**config.mk**
```make
export PLATFORM = sky130hd
export DESIGN_NAME = fpls_eau
export DESIGN_NICKNAME = d
export VERILOG_FILES = /design/src/rtl/fpls_pkg.sv /design/src/rtl/fpls_decode.sv /design/src/rtl/fpls_agen.sv /design/src/rtl/fpls_commit.sv /design/src/rtl/fpls_eau.sv
export SDC_FILE = /design/constraint.sdc
export NUM_CORES = 1
export LEC_CHECK = 0
export BUFFER_PORTS_ARGS = -buffer_cell sky130_fd_sc_hd__buf_2
export CORE_ASPECT_RATIO = 0.5
export CORE_MARGIN = 8
export CORE_UTILIZATION = 40
export CTS_BUF_LIST = sky130_fd_sc_hd__clkbuf_8
export DETAILED_ROUTE_END_ITERATION = 7
export SYNTH_ARGS = -nofsm -noshare
export SYNTH_HDL_FRONTEND = slang
export SYNTH_SLANG_ARGS = --single-unit
```
**constraint.sdc**
```tcl
create_clock -name clk -period 4.9 [get_ports clk]
set_input_delay 0.245 -clock clk [delete_from_list [all_inputs] [get_ports clk]]
set_output_delay 0.245 -clock clk [all_outputs]
set_load 0.005 [all_outputs]
```
**src/rtl/fpls_pkg.sv**
```systemverilog
package fpls_pkg;

    localparam int REG_IDX_W  = 5;
    localparam int DISP_W     = 16;
    localparam int PC_STEP    = 4;

    localparam logic [5:0] OPC_INDEXED  = 6'd31;
    localparam logic [5:0] OPC_MEM_BASE = 6'd48;
    localparam logic [5:0] OPC_MEM_LAST = 6'd55;
    localparam logic [9:0] XO_IWORD_ST  = 10'd983;

    typedef enum logic [1:0] {
        KIND_SGL = 2'b00,
        KIND_DBL = 2'b01,
        KIND_IWD = 2'b10
    } acc_kind_e;

    typedef struct packed {
        logic      legal;
        logic      indexed;
        logic      update;
        logic      is_store;
        acc_kind_e kind;
    } dec_t;

    // Three-bit selector shared by both forms: bit0 update, bit1 double, bit2 store
    function automatic dec_t from_sel(input logic [2:0] sel, input logic indexed);
        dec_t d;
        d.legal    = 1'b1;
        d.indexed  = indexed;
        d.update   = sel[0];
        d.kind     = sel[1] ? KIND_DBL : KIND_SGL;
        d.is_store = sel[2];
        return d;
    endfunction

endpackage

```
**src/rtl/fpls_decode.sv**
```systemverilog
module fpls_decode
    import fpls_pkg::*;
(
    input  logic [31:0] insn,
    output dec_t        dec
);
    logic [5:0] primary;
    logic [9:0] xo;
    logic [5:0] mem_off;
    logic       ra_zero;
    dec_t       raw;

    assign primary = insn[31:26];
    assign xo      = insn[10:1];
    assign mem_off = primary - OPC_MEM_BASE;
    assign ra_zero = (insn[20:16] == '0);

    always_comb begin
        raw = '0;
        if (primary >= OPC_MEM_BASE && primary <= OPC_MEM_LAST) begin
            raw = from_sel(mem_off[2:0], 1'b0);
        end else if (primary == OPC_INDEXED) begin
            if (xo == XO_IWORD_ST) begin
                raw.legal    = 1'b1;
                raw.indexed  = 1'b1;
                raw.update   = 1'b0;
                raw.is_store = 1'b1;
                raw.kind     = KIND_IWD;
            end else if (xo[9:8] == 2'b10 && xo[4:0] == 5'b10111) begin
                raw = from_sel(xo[7:5], 1'b1);
            end
        end
    end

    // Zero base-field legality differs per addressing form
    always_comb begin
        dec = raw;
        if (raw.legal && ra_zero) begin
            if (!raw.indexed && raw.update)
                dec.legal = 1'b0;
            else if (raw.indexed && !raw.update && raw.kind != KIND_IWD)
                dec.legal = 1'b0;
        end
        if (!dec.legal)
            dec.update = 1'b0;
    end

endmodule

```
**src/rtl/fpls_agen.sv**
```systemverilog
module fpls_agen
    import fpls_pkg::*;
#(
    parameter int XLEN = 32
) (
    input  logic              base_zero,
    input  logic [XLEN-1:0]   base_val,
    input  logic              use_index,
    input  logic [XLEN-1:0]   index_val,
    input  logic [DISP_W-1:0] disp,
    output logic [XLEN-1:0]   ea
);
    logic [XLEN-1:0] base;
    logic [XLEN-1:0] offset;
    logic [XLEN-1:0] disp_ext;

    assign disp_ext = XLEN'($signed(disp));
    assign base     = base_zero ? '0 : base_val;
    assign offset   = use_index ? index_val : disp_ext;
    assign ea       = base + offset;

endmodule

```
**src/rtl/fpls_commit.sv**
```systemverilog
module fpls_commit
    import fpls_pkg::*;
#(
    parameter int XLEN = 32
) (
    input  logic                 clk,
    input  logic                 rst,
    input  logic                 arm,
    input  logic [REG_IDX_W-1:0] arm_idx,
    input  logic [XLEN-1:0]      arm_ea,
    input  logic                 op_done,
    input  logic                 op_trap,
    output logic                 wb_en,
    output logic [REG_IDX_W-1:0] wb_idx,
    output logic [XLEN-1:0]      wb_data
);
    logic                 pend_q;
    logic [REG_IDX_W-1:0] pend_idx_q;
    logic [XLEN-1:0]      pend_ea_q;

    always_ff @(posedge clk) begin
        if (rst) begin
            pend_q     <= 1'b0;
            pend_idx_q <= '0;
            pend_ea_q  <= '0;
            wb_en      <= 1'b0;
            wb_idx     <= '0;
            wb_data    <= '0;
        end else begin
            wb_en <= pend_q && op_done && !op_trap;
            if (pend_q && op_done) begin
                wb_idx  <= pend_idx_q;
                wb_data <= pend_ea_q;
            end
            if (op_done)
                pend_q <= 1'b0;
            if (arm) begin
                pend_q     <= 1'b1;
                pend_idx_q <= arm_idx;
                pend_ea_q  <= arm_ea;
            end
        end
    end

    // writeback strobe only after a clean completion
    a_r11_wb_needs_clean_done: assert property (@(posedge clk) disable iff (rst)
        wb_en |-> $past(op_done && !op_trap));

    // a trapped completion never produces a writeback
    a_r11_trap_blocks_wb: assert property (@(posedge clk) disable iff (rst)
        (op_done && op_trap) |=> !wb_en);

    // writeback only from an armed slot
    a_r11_wb_from_pending: assert property (@(posedge clk) disable iff (rst)
        wb_en |-> $past(pend_q));

endmodule

```
**src/rtl/fpls_eau.sv**
```systemverilog
module fpls_eau
    import fpls_pkg::*;
#(
    parameter int XLEN = 32
) (
    input  logic                 clk,
    input  logic                 rst,
    input  logic                 insn_valid,
    input  logic [31:0]          insn,
    input  logic [XLEN-1:0]      pc_in,
    output logic [REG_IDX_W-1:0] gpr_a_idx,
    input  logic [XLEN-1:0]      gpr_a_data,
    output logic [REG_IDX_W-1:0] gpr_b_idx,
    input  logic [XLEN-1:0]      gpr_b_data,
    input  logic                 op_done,
    input  logic                 op_trap,
    output logic                 out_valid,
    output logic                 out_illegal,
    output logic [REG_IDX_W-1:0] out_fpr,
    output logic [XLEN-1:0]      out_ea,
    output logic [1:0]           out_kind,
    output logic                 out_store,
    output logic                 out_update,
    output logic [XLEN-1:0]      out_next_pc,
    output logic                 wb_en,
    output logic [REG_IDX_W-1:0] wb_idx,
    output logic [XLEN-1:0]      wb_data
);
    dec_t            dec;
    logic [XLEN-1:0] ea_c;
    logic            ra_zero;

    assign gpr_a_idx = insn[20:16];
    assign gpr_b_idx = insn[15:11];
    assign ra_zero   = (insn[20:16] == '0);

    fpls_decode u_dec (
        .insn (insn),
        .dec  (dec)
    );

    fpls_agen #(.XLEN(XLEN)) u_agen (
        .base_zero (ra_zero),
        .base_val  (gpr_a_data),
        .use_index (dec.indexed),
        .index_val (gpr_b_data),
        .disp      (insn[15:0]),
        .ea        (ea_c)
    );

    fpls_commit #(.XLEN(XLEN)) u_cmt (
        .clk     (clk),
        .rst     (rst),
        .arm     (insn_valid && dec.legal && dec.update),
        .arm_idx (insn[20:16]),
        .arm_ea  (ea_c),
        .op_done (op_done),
        .op_trap (op_trap),
        .wb_en   (wb_en),
        .wb_idx  (wb_idx),
        .wb_data (wb_data)
    );

    always_ff @(posedge clk) begin
        if (rst) begin
            out_valid   <= 1'b0;
            out_illegal <= 1'b0;
            out_fpr     <= '0;
            out_ea      <= '0;
            out_kind    <= KIND_SGL;
            out_store   <= 1'b0;
            out_update  <= 1'b0;
            out_next_pc <= '0;
        end else begin
            out_valid <= insn_valid;
            if (insn_valid) begin
                out_illegal <= !dec.legal;
                out_fpr     <= insn[25:21];
                out_ea      <= ea_c;
                out_kind    <= dec.kind;
                out_store   <= dec.is_store;
                out_update  <= dec.update;
                out_next_pc <= dec.legal ? pc_in + XLEN'(PC_STEP) : pc_in;
            end
        end
    end

    // result strobe follows the instruction strobe by one cycle
    a_r9_valid_follows_insn: assert property (@(posedge clk) disable iff (rst)
        out_valid |-> $past(insn_valid));

    // a legal instruction advances the program counter by four
    a_r10_pc_advance: assert property (@(posedge clk) disable iff (rst)
        (out_valid && !out_illegal) |-> (out_next_pc == $past(pc_in) + XLEN'(PC_STEP)));

    // illegal results never claim an update
    a_r8_illegal_no_update: assert property (@(posedge clk) disable iff (rst)
        (out_valid && out_illegal) |-> !out_update);

    // a legal displacement-update result never had a zero base field
    a_r5_disp_upd_base_nonzero: assert property (@(posedge clk) disable iff (rst)
        (out_valid && !out_illegal && out_update && $past(insn[31:26] != OPC_INDEXED))
            |-> $past(insn[20:16] != 5'd0));

endmodule

```
After elaboration in Yosys (flattened, before gate mapping)
Index checks and enable logic that the tools add are counted.

storage, ports and cells
  logic and storage cells = 55
  bits of input ports = 133
  output and inout bits = 123
  flip-flop bits (word level) = 151

operators by class
  $add $sub $neg = 3
  reduce and logical (&&, ||, !) cells = 16
  order comparisons = 2
  equality and inequality tests = 5
  muxes and demuxes = 15

operator list
  cell                     count
  $mux W32                 3
  $add A32 B3 Y32 const B  1
  $add A32 B32 Y32         1
  $mux W6                  4
  $eq A10 B10 Y1 const B   1
  $logic_and A1 B1 Y1      10
  $mux W1                  8
  $eq A6 B5 Y1 const B     1
  $ge A6 B6 Y1 const B     1
  $le A6 B6 Y1 const B     1
  $eq A5 B5 Y1 const B     1
  $logic_not A5 Y1         1
  $logic_not A1 Y1         4
  $sub A3 B1 Y3 const B    1
  $eq A2 B2 Y1 const B     1
  $ne A2 B2 Y1 const B     1
  $reduce_bool A2 Y1       1

Logic depth before layout (Yosys ltp)
Gate-level depths: netlist of the first run.

  depth in word-level cells = 15
  mapped depth = 16
  mapped depth without buffers = 13

Cells and area by module
A second synthesis of the first run with hierarchy kept.

unflattened totals
  cells, all modules = 1031
  area, all modules = 8934.8 µm²

modules (own cells, without submodules)
  module       cells each  area an instance (µm²)  seq. area each (µm²)  times used
  fpls_eau     395         3525.9                  1501.4                1
  fpls_commit  294         2982.9                  1521.5                1
  fpls_agen    319         2223.4                  0.0                   1
  fpls_decode  23          202.7                   0.0                   1

Least setup slack after synthesis of the first run
OpenSTA, ideal clock, no wires.

  path type = input port to flip-flop
  start point = input port insn[4]
  end point = register out_ea[26]
  setup slack = 822 ps
  buffers on the path = 1
  stages = 13
  arrival time = 3962 ps
  library setup time = 116 ps
  required time = 4784 ps
  cells stage by stage = nand4b_2 -> a2111oi_4 -> clkbuf_1 -> mux2_2 -> fa_1 -> a211oi_1 -> o21a_1 -> a2bb2oi_1 -> o211a_1 -> o21ai_1 -> o21a_1 -> or3_1 -> a31o_2

on the way
  longest elaborated chain between the ends = 8
  elaborated cells on any way between the ends = 9
  classes of those cells = add/sub (1); eq/ne (2); mux (5); reduce/logical (1)

RTL lines
  element               RTL line           source
  from (decl)           fpls_eau.sv:9      input logic [31:0] insn,
  $eq A5 B5 Y1          fpls_decode.sv:29  end else if (xo[9:8] == 2'b10 && xo[4:0] == 5'b10111) begin
  $logic_and A1 B1 Y1   fpls_decode.sv:29
  $mux W6               fpls_decode.sv:29
  $mux W6               fpls_decode.sv:23  if (xo == XO_IWORD_ST) begin
  $mux W6               fpls_decode.sv:22  end else if (primary == OPC_INDEXED) begin
  $mux W6               fpls_decode.sv:20  if (primary >= OPC_MEM_BASE && primary <= OPC_MEM_LAST) begin
  $mux W32 *            fpls_agen.sv:19    assign offset = use_index ? index_val : disp_ext;
  $add A32 B32 Y32 *    fpls_agen.sv:20    assign ea = base + offset;
  to (signal assigned)  fpls_eau.sv:69     out_ea <= '0;
  to (signal assigned)  fpls_eau.sv:79     out_ea <= ea_c;
  to (decl)             fpls_eau.sv:20     output logic [XLEN-1:0] out_ea,

Every way passes the cells marked *; elsewhere a longest branch is shown, timed or not.
A chain may end at the register's enable or synchronous reset.

Worst setup path in the final report of the first run
  start point = input port insn[17]
  end point = register u_cmt.pend_ea_q[30]

on the way
  longest elaborated chain between the ends = 5
  elaborated cells on any way between the ends = 8
  classes of those cells = add/sub (1); mux (3); reduce/logical (4)

RTL lines
  element                                                                   RTL line                           source
  $logic_not A5 Y1 *                                                        fpls_decode.sv:16, fpls_eau.sv:35
  parallel branches: the longest is 4 deep, another holds $add A32 B32 Y32  -
  to (signal assigned)                                                      fpls_commit.sv:40                  pend_ea_q <= arm_ea;
  to (decl)                                                                 fpls_commit.sv:19                  logic [XLEN-1:0] pend_ea_q;

Mark *: on every way between the ends.

==> results of run 1 <==
==> stage by stage <==
stage | setup WS (ps) | utilization [%]
global route | 90.4 | 50.1
CTS | 373 | 50.1
detailed placement | 437 | 47.6
floorplan | 822 | -
finish | 279 | 50.1
global placement | 483 | 47.6
==> cell families (layout without fill, tap and decap cells) <==
kind of cell | count (synthesis) | count (layout) | share of synthesized area [%]
AO/OA/AOI/OAI | 243 | 243 | 19.3
XOR/XNOR | 42 | 42 | 4.40
AND/OR/NAND/NOR | 449 | 449 | 25.0
flip-flops | 151 | 151 | 36.1
multiplexers | 42 | 42 | 5.22
adder cells (fa/ha/maj) | 33 | 33 | 5.02
buffers and inverters | 99 | 331 | 4.90
==> power groups by stage <==
stage	clock network (mW)	registers, mW	logic [mW]
2_1_floorplan	0	1.34	0.362
3_3_place_gp	0	1.34	0.595
3_5_place_dp	0	1.34	0.599
4_1_cts	1.05	1.31	0.609
5_1_grt	1.11	1.32	0.672
6_report	1.02	1.31	0.612
==> flip-flops by register name, indices dropped and copies added, names as in the netlist, 2 cells and up <==
name	count
u_cmt.pend_idx_q	5
u_cmt.pend_ea_q	32
out_fpr	5
out_ea	32
u_cmt.wb_idx	5
out_kind	2
u_cmt.wb_data	32
out_next_pc	32
==> worst paths after layout <==
| path | depth (start not counted) | end | from | slack [ps] |
|---|---|---|---|---|
| max | 15 | u_cmt.pend_ea_q[30]$_SDFFE_PP0P_ | insn[17] | 280 |
| min | 3 | u_cmt.pend_idx_q[0]$_SDFFE_PP0P_ | insn[16] | 40 |
| max reg2reg | 4 | u_cmt.wb_data[5]$_SDFFE_PP0P_ | u_cmt.pend_q$_SDFFE_PP0P_ | 3370 |
| min reg2reg | 2 | u_cmt.wb_data[6]$_SDFFE_PP0P_ | u_cmt.pend_ea_q[6]$_SDFFE_PP0P_ | 450 |
==> synth_stat cells (9+ instances only) <==
cell      count
mux2_2       13
nor2b_1      32
inv_1        19
o21ai_0      32
a211oi_1     31
xnor2_1      32
mux2i_1      29
ha_1         32
nor2_1       84
nor3_1       12
nand3_1      40
clkbuf_1     56
or3_1        14
xor2_1       10
dfxtp_1     151
buf_4        10
a21oi_1      96
or4_1         9
nand4_1      22
nand2_1     202
buf_1        13
a21o_1       19
==> layer usage <==
metal | wire (um) | share of wire [%]
met1 | 13100 | 47
met2 | 12500 | 45
met3 | 2010 | 7.2
met4 | 310 | 1.1
met5 | 10 | 0.036
==> layout make-up <==
cell class | instances | area [um2]
inverter | 19 | 71.3
clock buffer | 19 | 262
multi-input combinational | 809 | 4940
timing repair buffer | 280 | 1510
fill | 2094 | 10200
sequential | 151 | 3020
clock inverter | 13 | 158
tap | 273 | 342
==> critical path, cell delays in order <==
cell and delay (ps):
dlygate4sd3_1 530, buf_2 130, or4_1 630, nor2_2 420
buf_4 280, nor2b_1 70, ha_1 430, and3_1 290
nand3_1 90, or2_2 300, o211a_1 260, o21ai_1 500
o21ai_0 300, or4_1 450, nand3_1 90
==> run metrics, run 1 <==
result of the run completed; most frequent cells in the layout 253 x buf_2, 201 x nand2_1, 151 x dfxtp_1; post-DP HPWL 21100 um; Setup crit end kind register; post-synth top area cell dfxtp_1; synthesis-to-layout area growth 23.1%; Post-CTS Repair Setup Buffers 0; met3 GRT Util 5.52%; Psw 0.911 mW; Clk network pwr share 34.6%; largest cells by area after synthesis dfxtp_1 36%, nand2_1 9.1%, a21oi_1 5.7%, ha_1 4.8%, nor2_1 3.8%; GR Util All Layers 20.6%; clk slew on worst S/H paths 90 ps; Mapped Cells 1059; final setup fails 0; Post-synth EDFFs 0; prevailing post-synth register cell dfxtp_1; Slew @ Worst Pin 849 ps; top cell type's share of synthesized area 36.1%; flops & latches, synth 151; min Tclk post-route 4620 ps; Max Cap Violations 0; proportion of layout cells with a drive suffix above 1 25.6%; Skew-Pair Late Insertion Delay 470 ps; Final ANT Viol Nets 0; I/O pin cnt 256; GRT Residual Overflow 0; Post-route DRC 0; RSZ-0062 raised after global routing no; async set-reset flop share out of synthesis 0%; average via count per standard cell 5.35; Most Crowded Layer GR met2; Finished Layout Cells 1564; maximum VDD drop 0.174 mV; Leak 4.50 nW; leading cell type in the layout, fill and taps excluded buf_2; Die W 221 um; vias in the first global route 7941; Rel. slew slack 43.4%; sw frac 31.0%; Placed Area 0.00978 mm2; initial antenna violation count 1; WL per Instance 17.9 um; Max Fclk 216 MHz; Initial Util 40.7%; Hold Vio Cnt, Final 0; GRT met2 Usage 32.0%; Core Box Area 0.0206 mm2; H-tree depth 4; FP Rows 37; register area share after synthesis 36.1%; design area 0.0103 mm2; Resized Gates After CTS 0; total power 2.94 mW; Final Skew 15.7 ps; GR Util met1 28.3%; Final Max Slew Viols 0; cell area after synthesis 0.00837 mm2; IO Port Bufs 255; Placed Cells 1521; Final Wtd Congestion 0.933; nets 1444; hold bufs inserted after CTS 11; Logic pwr share 20.8%; WP data required 5300 ps; DRT iter0 DRCs 470; drt pass-1 iters 5; largest net degree at the start of global routing 86; Tightest Hold Check Type in2reg; startpoint types input port; Flop pwr share 44.6%; Root Buffer clkbuf_8; YS warnings 0; post-synthesis net count 1225; CP Class in2reg; first-pass GRT wire length 43100 um; CTS Sinks 151; full die area 0.0261 mm2; CP arrival 5030 ps; Setup TNS 0 ps; TritonCTS buffer count 17; unique cell type count in the Yosys netlist 64; clk buf depth 2; worst-path maximum fanout 13; Final period util 94.3%; final WL 27900 um; Avg Synthesized Cell Area 7.90 um2; CTS tree built; antenna fix cells 0; via count 8360; Power Internal 2.03 mW; power per standard cell area 285 mW/mm2; worst hold slack 43.8 ps; Die Y 118 um
No activity file was read; power rests on OpenSTA's default activity.
==> run 2, diff against run 1 <==
--- a/config.mk
+++ b/config.mk
@@ -11,6 +11,8 @@
 export CORE_UTILIZATION = 40
 export CTS_BUF_LIST = sky130_fd_sc_hd__clkbuf_8
 export DETAILED_ROUTE_END_ITERATION = 7
+export PLACE_DENSITY_LB_ADDON = 0.2
 export SYNTH_ARGS = -nofsm -noshare
 export SYNTH_HDL_FRONTEND = slang
 export SYNTH_SLANG_ARGS = --single-unit
+export TNS_END_PERCENT = 1
==> run metrics, run 2 (synthesis results as in run 1) <==
Final Skew 17.4 ps (was 15.7 ps); WP data required 5280 ps (was 5300 ps); largest net degree at the start of global routing 96 (was 86); Slew @ Worst Pin 1140 ps (was 849 ps); vias in the first global route 8236 (was 7941); first-pass GRT wire length 44600 um (was 43100 um); post-DP HPWL 21100 um (about the same); final setup fails 0 (unchanged); worst hold slack 54.0 ps (was 43.8 ps); Final Wtd Congestion 0.924 (was 0.933); Final period util 90.1% (was 94.3%); average via count per standard cell 5.40 (was 5.35); WL per Instance 18.2 um (was 17.9 um); FP Rows 37 (unchanged); Max Cap Violations 0 (unchanged); Die W 221 um (unchanged); Leak 4.49 nW (was 4.50 nW); H-tree depth 4 (unchanged); synthesis-to-layout area growth 23.0% (was 23.1%); Final ANT Viol Nets 0 (unchanged); Core Box Area 0.0206 mm2 (unchanged); Placed Area 0.00975 mm2 (was 0.00978 mm2); CP Class in2reg (unchanged); Rel. slew slack 24.2% (was 43.4%); CTS Sinks 151 (unchanged); Setup TNS 0 ps (unchanged); DRT iter0 DRCs 590 (was 470); most frequent cells in the layout 253 x buf_2, 201 x nand2_1, 151 x dfxtp_1 (unchanged); proportion of layout cells with a drive suffix above 1 25.4% (was 25.6%); CP arrival 4790 ps (was 5030 ps); Root Buffer clkbuf_8 (unchanged); startpoint types input port (unchanged); TritonCTS buffer count 17 (unchanged); min Tclk post-route 4410 ps (was 4620 ps); GRT Residual Overflow 0 (unchanged); Tightest Hold Check Type in2reg (unchanged); worst-path maximum fanout 32 (was 13); worst setup margin 487 ps (was 279 ps); final-layout fill cell count 2128 (was 2094); final WL 28400 um (was 27900 um); Final Max Slew Viols 0 (unchanged); IO Port Bufs 255 (unchanged); drt pass-1 iters 5 (unchanged); RSZ-0062 raised after global routing no (unchanged); design area 0.0103 mm2 (about the same); Setup crit end kind register (unchanged); Post-route DRC 0 (unchanged); clk buf depth 2 (unchanged); full die area 0.0261 mm2 (unchanged); nets 1442 (was 1444); GR Util All Layers 21.3% (was 20.6%); via count 8442 (was 8360); initial antenna violation count 2 (was 1); leading cell type in the layout, fill and taps excluded buf_2 (unchanged); clk slew on worst S/H paths 100 ps (was 90 ps); power per standard cell area 286 mW/mm2 (was 285 mW/mm2); I/O pin cnt 256 (unchanged); Die Y 118 um (unchanged); CTS tree built (unchanged); Resized Gates After CTS 0 (unchanged); Skew-Pair Late Insertion Delay 480 ps (was 470 ps); Hold Vio Cnt, Final 0 (unchanged); Max Fclk 227 MHz (was 216 MHz); Initial Util 40.7% (unchanged); pre-CTS setup slack 379 ps (was 437 ps); maximum VDD drop 0.155 mV (was 0.174 mV); result of the run completed (unchanged)
==> run 2: metal layers <==
metal  global-route usage [%]  vias up  share of wire [%]
met5                        0        -              0.028
met4                     4.93        2                1.1
met3                     5.98       23                7.6
met2                     33.5      273                 45
met1                     28.5     3994                 46
li1                         -     4150                  -
==> run 2: repair_timing <==
| action | 4_1_cts | 5_1_grt |
|---|---|---|
| hold buffers | 12 | 0 |
| setup buffers | 0 | 0 |
| hold endpoints to repair | 12 | 0 |
==> run 2: final timing paths <==
kind                                                  startpoint                                to  slack, ps  cells past startpoint
worst max-delay path                                    insn[16]           out_ea[26]$_SDFFE_PP0P_        490                     16
worst min-delay path                                    insn[20]  u_cmt.pend_idx_q[4]$_SDFFE_PP0P_         50                      3
worst max register to register         u_cmt.pend_q$_SDFFE_PP0P_      u_cmt.wb_idx[0]$_SDFFE_PP0P_       3450                      4
worst min register to register  u_cmt.pend_ea_q[19]$_SDFFE_PP0P_    u_cmt.wb_data[19]$_SDFFE_PP0P_        450                      2
==> run 2: layout make-up <==
type | instances | area [um2] | area share [%]
Clock inverter | 14 | 168 | 1.63
Sequential cell | 151 | 3020 | 29.4
Clock buffer | 18 | 248 | 2.41
Multi-Input combinational cell | 809 | 4940 | 48.0
Antenna cell | 1 | 2.50 | 0.0243
Tap cell | 273 | 342 | 3.32
Inverter | 19 | 71.3 | 0.693
Timing Repair Buffer | 278 | 1500 | 14.5
==> run 2: power by group <==
part / total (mW) / internal [mW] / switching (mW)
clock network: 1.02 / 0.481 / 0.536
logic: 0.620 / 0.255 / 0.365
registers: 1.31 / 1.28 / 0.0294
==> run 2: per-stage QoR <==
stage / util [%] / std cells / power (mW)
global route: 50.1 / 1563 / 3.10
floorplan: - / 1059 / 1.70
detailed placement: 47.4 / 1518 / 1.94
finish: 50.1 / 1563 / 2.95
global placement: 47.4 / 1518 / 1.93
CTS: 50.1 / 1562 / 2.98
==> run 2: critical path: stages <==
cell and delay, ps:
dlygate4sd3_1 530, buf_2 130, or4_1 610, nor2_2 170
buf_12 210, nor2b_1 70, ha_1 230, fa_1 420
a211oi_1 400, o21a_1 210, a2bb2oi_1 240, o211a_1 260
o21ai_1 230, o21a_1 250, or3_1 320, a31o_2 230
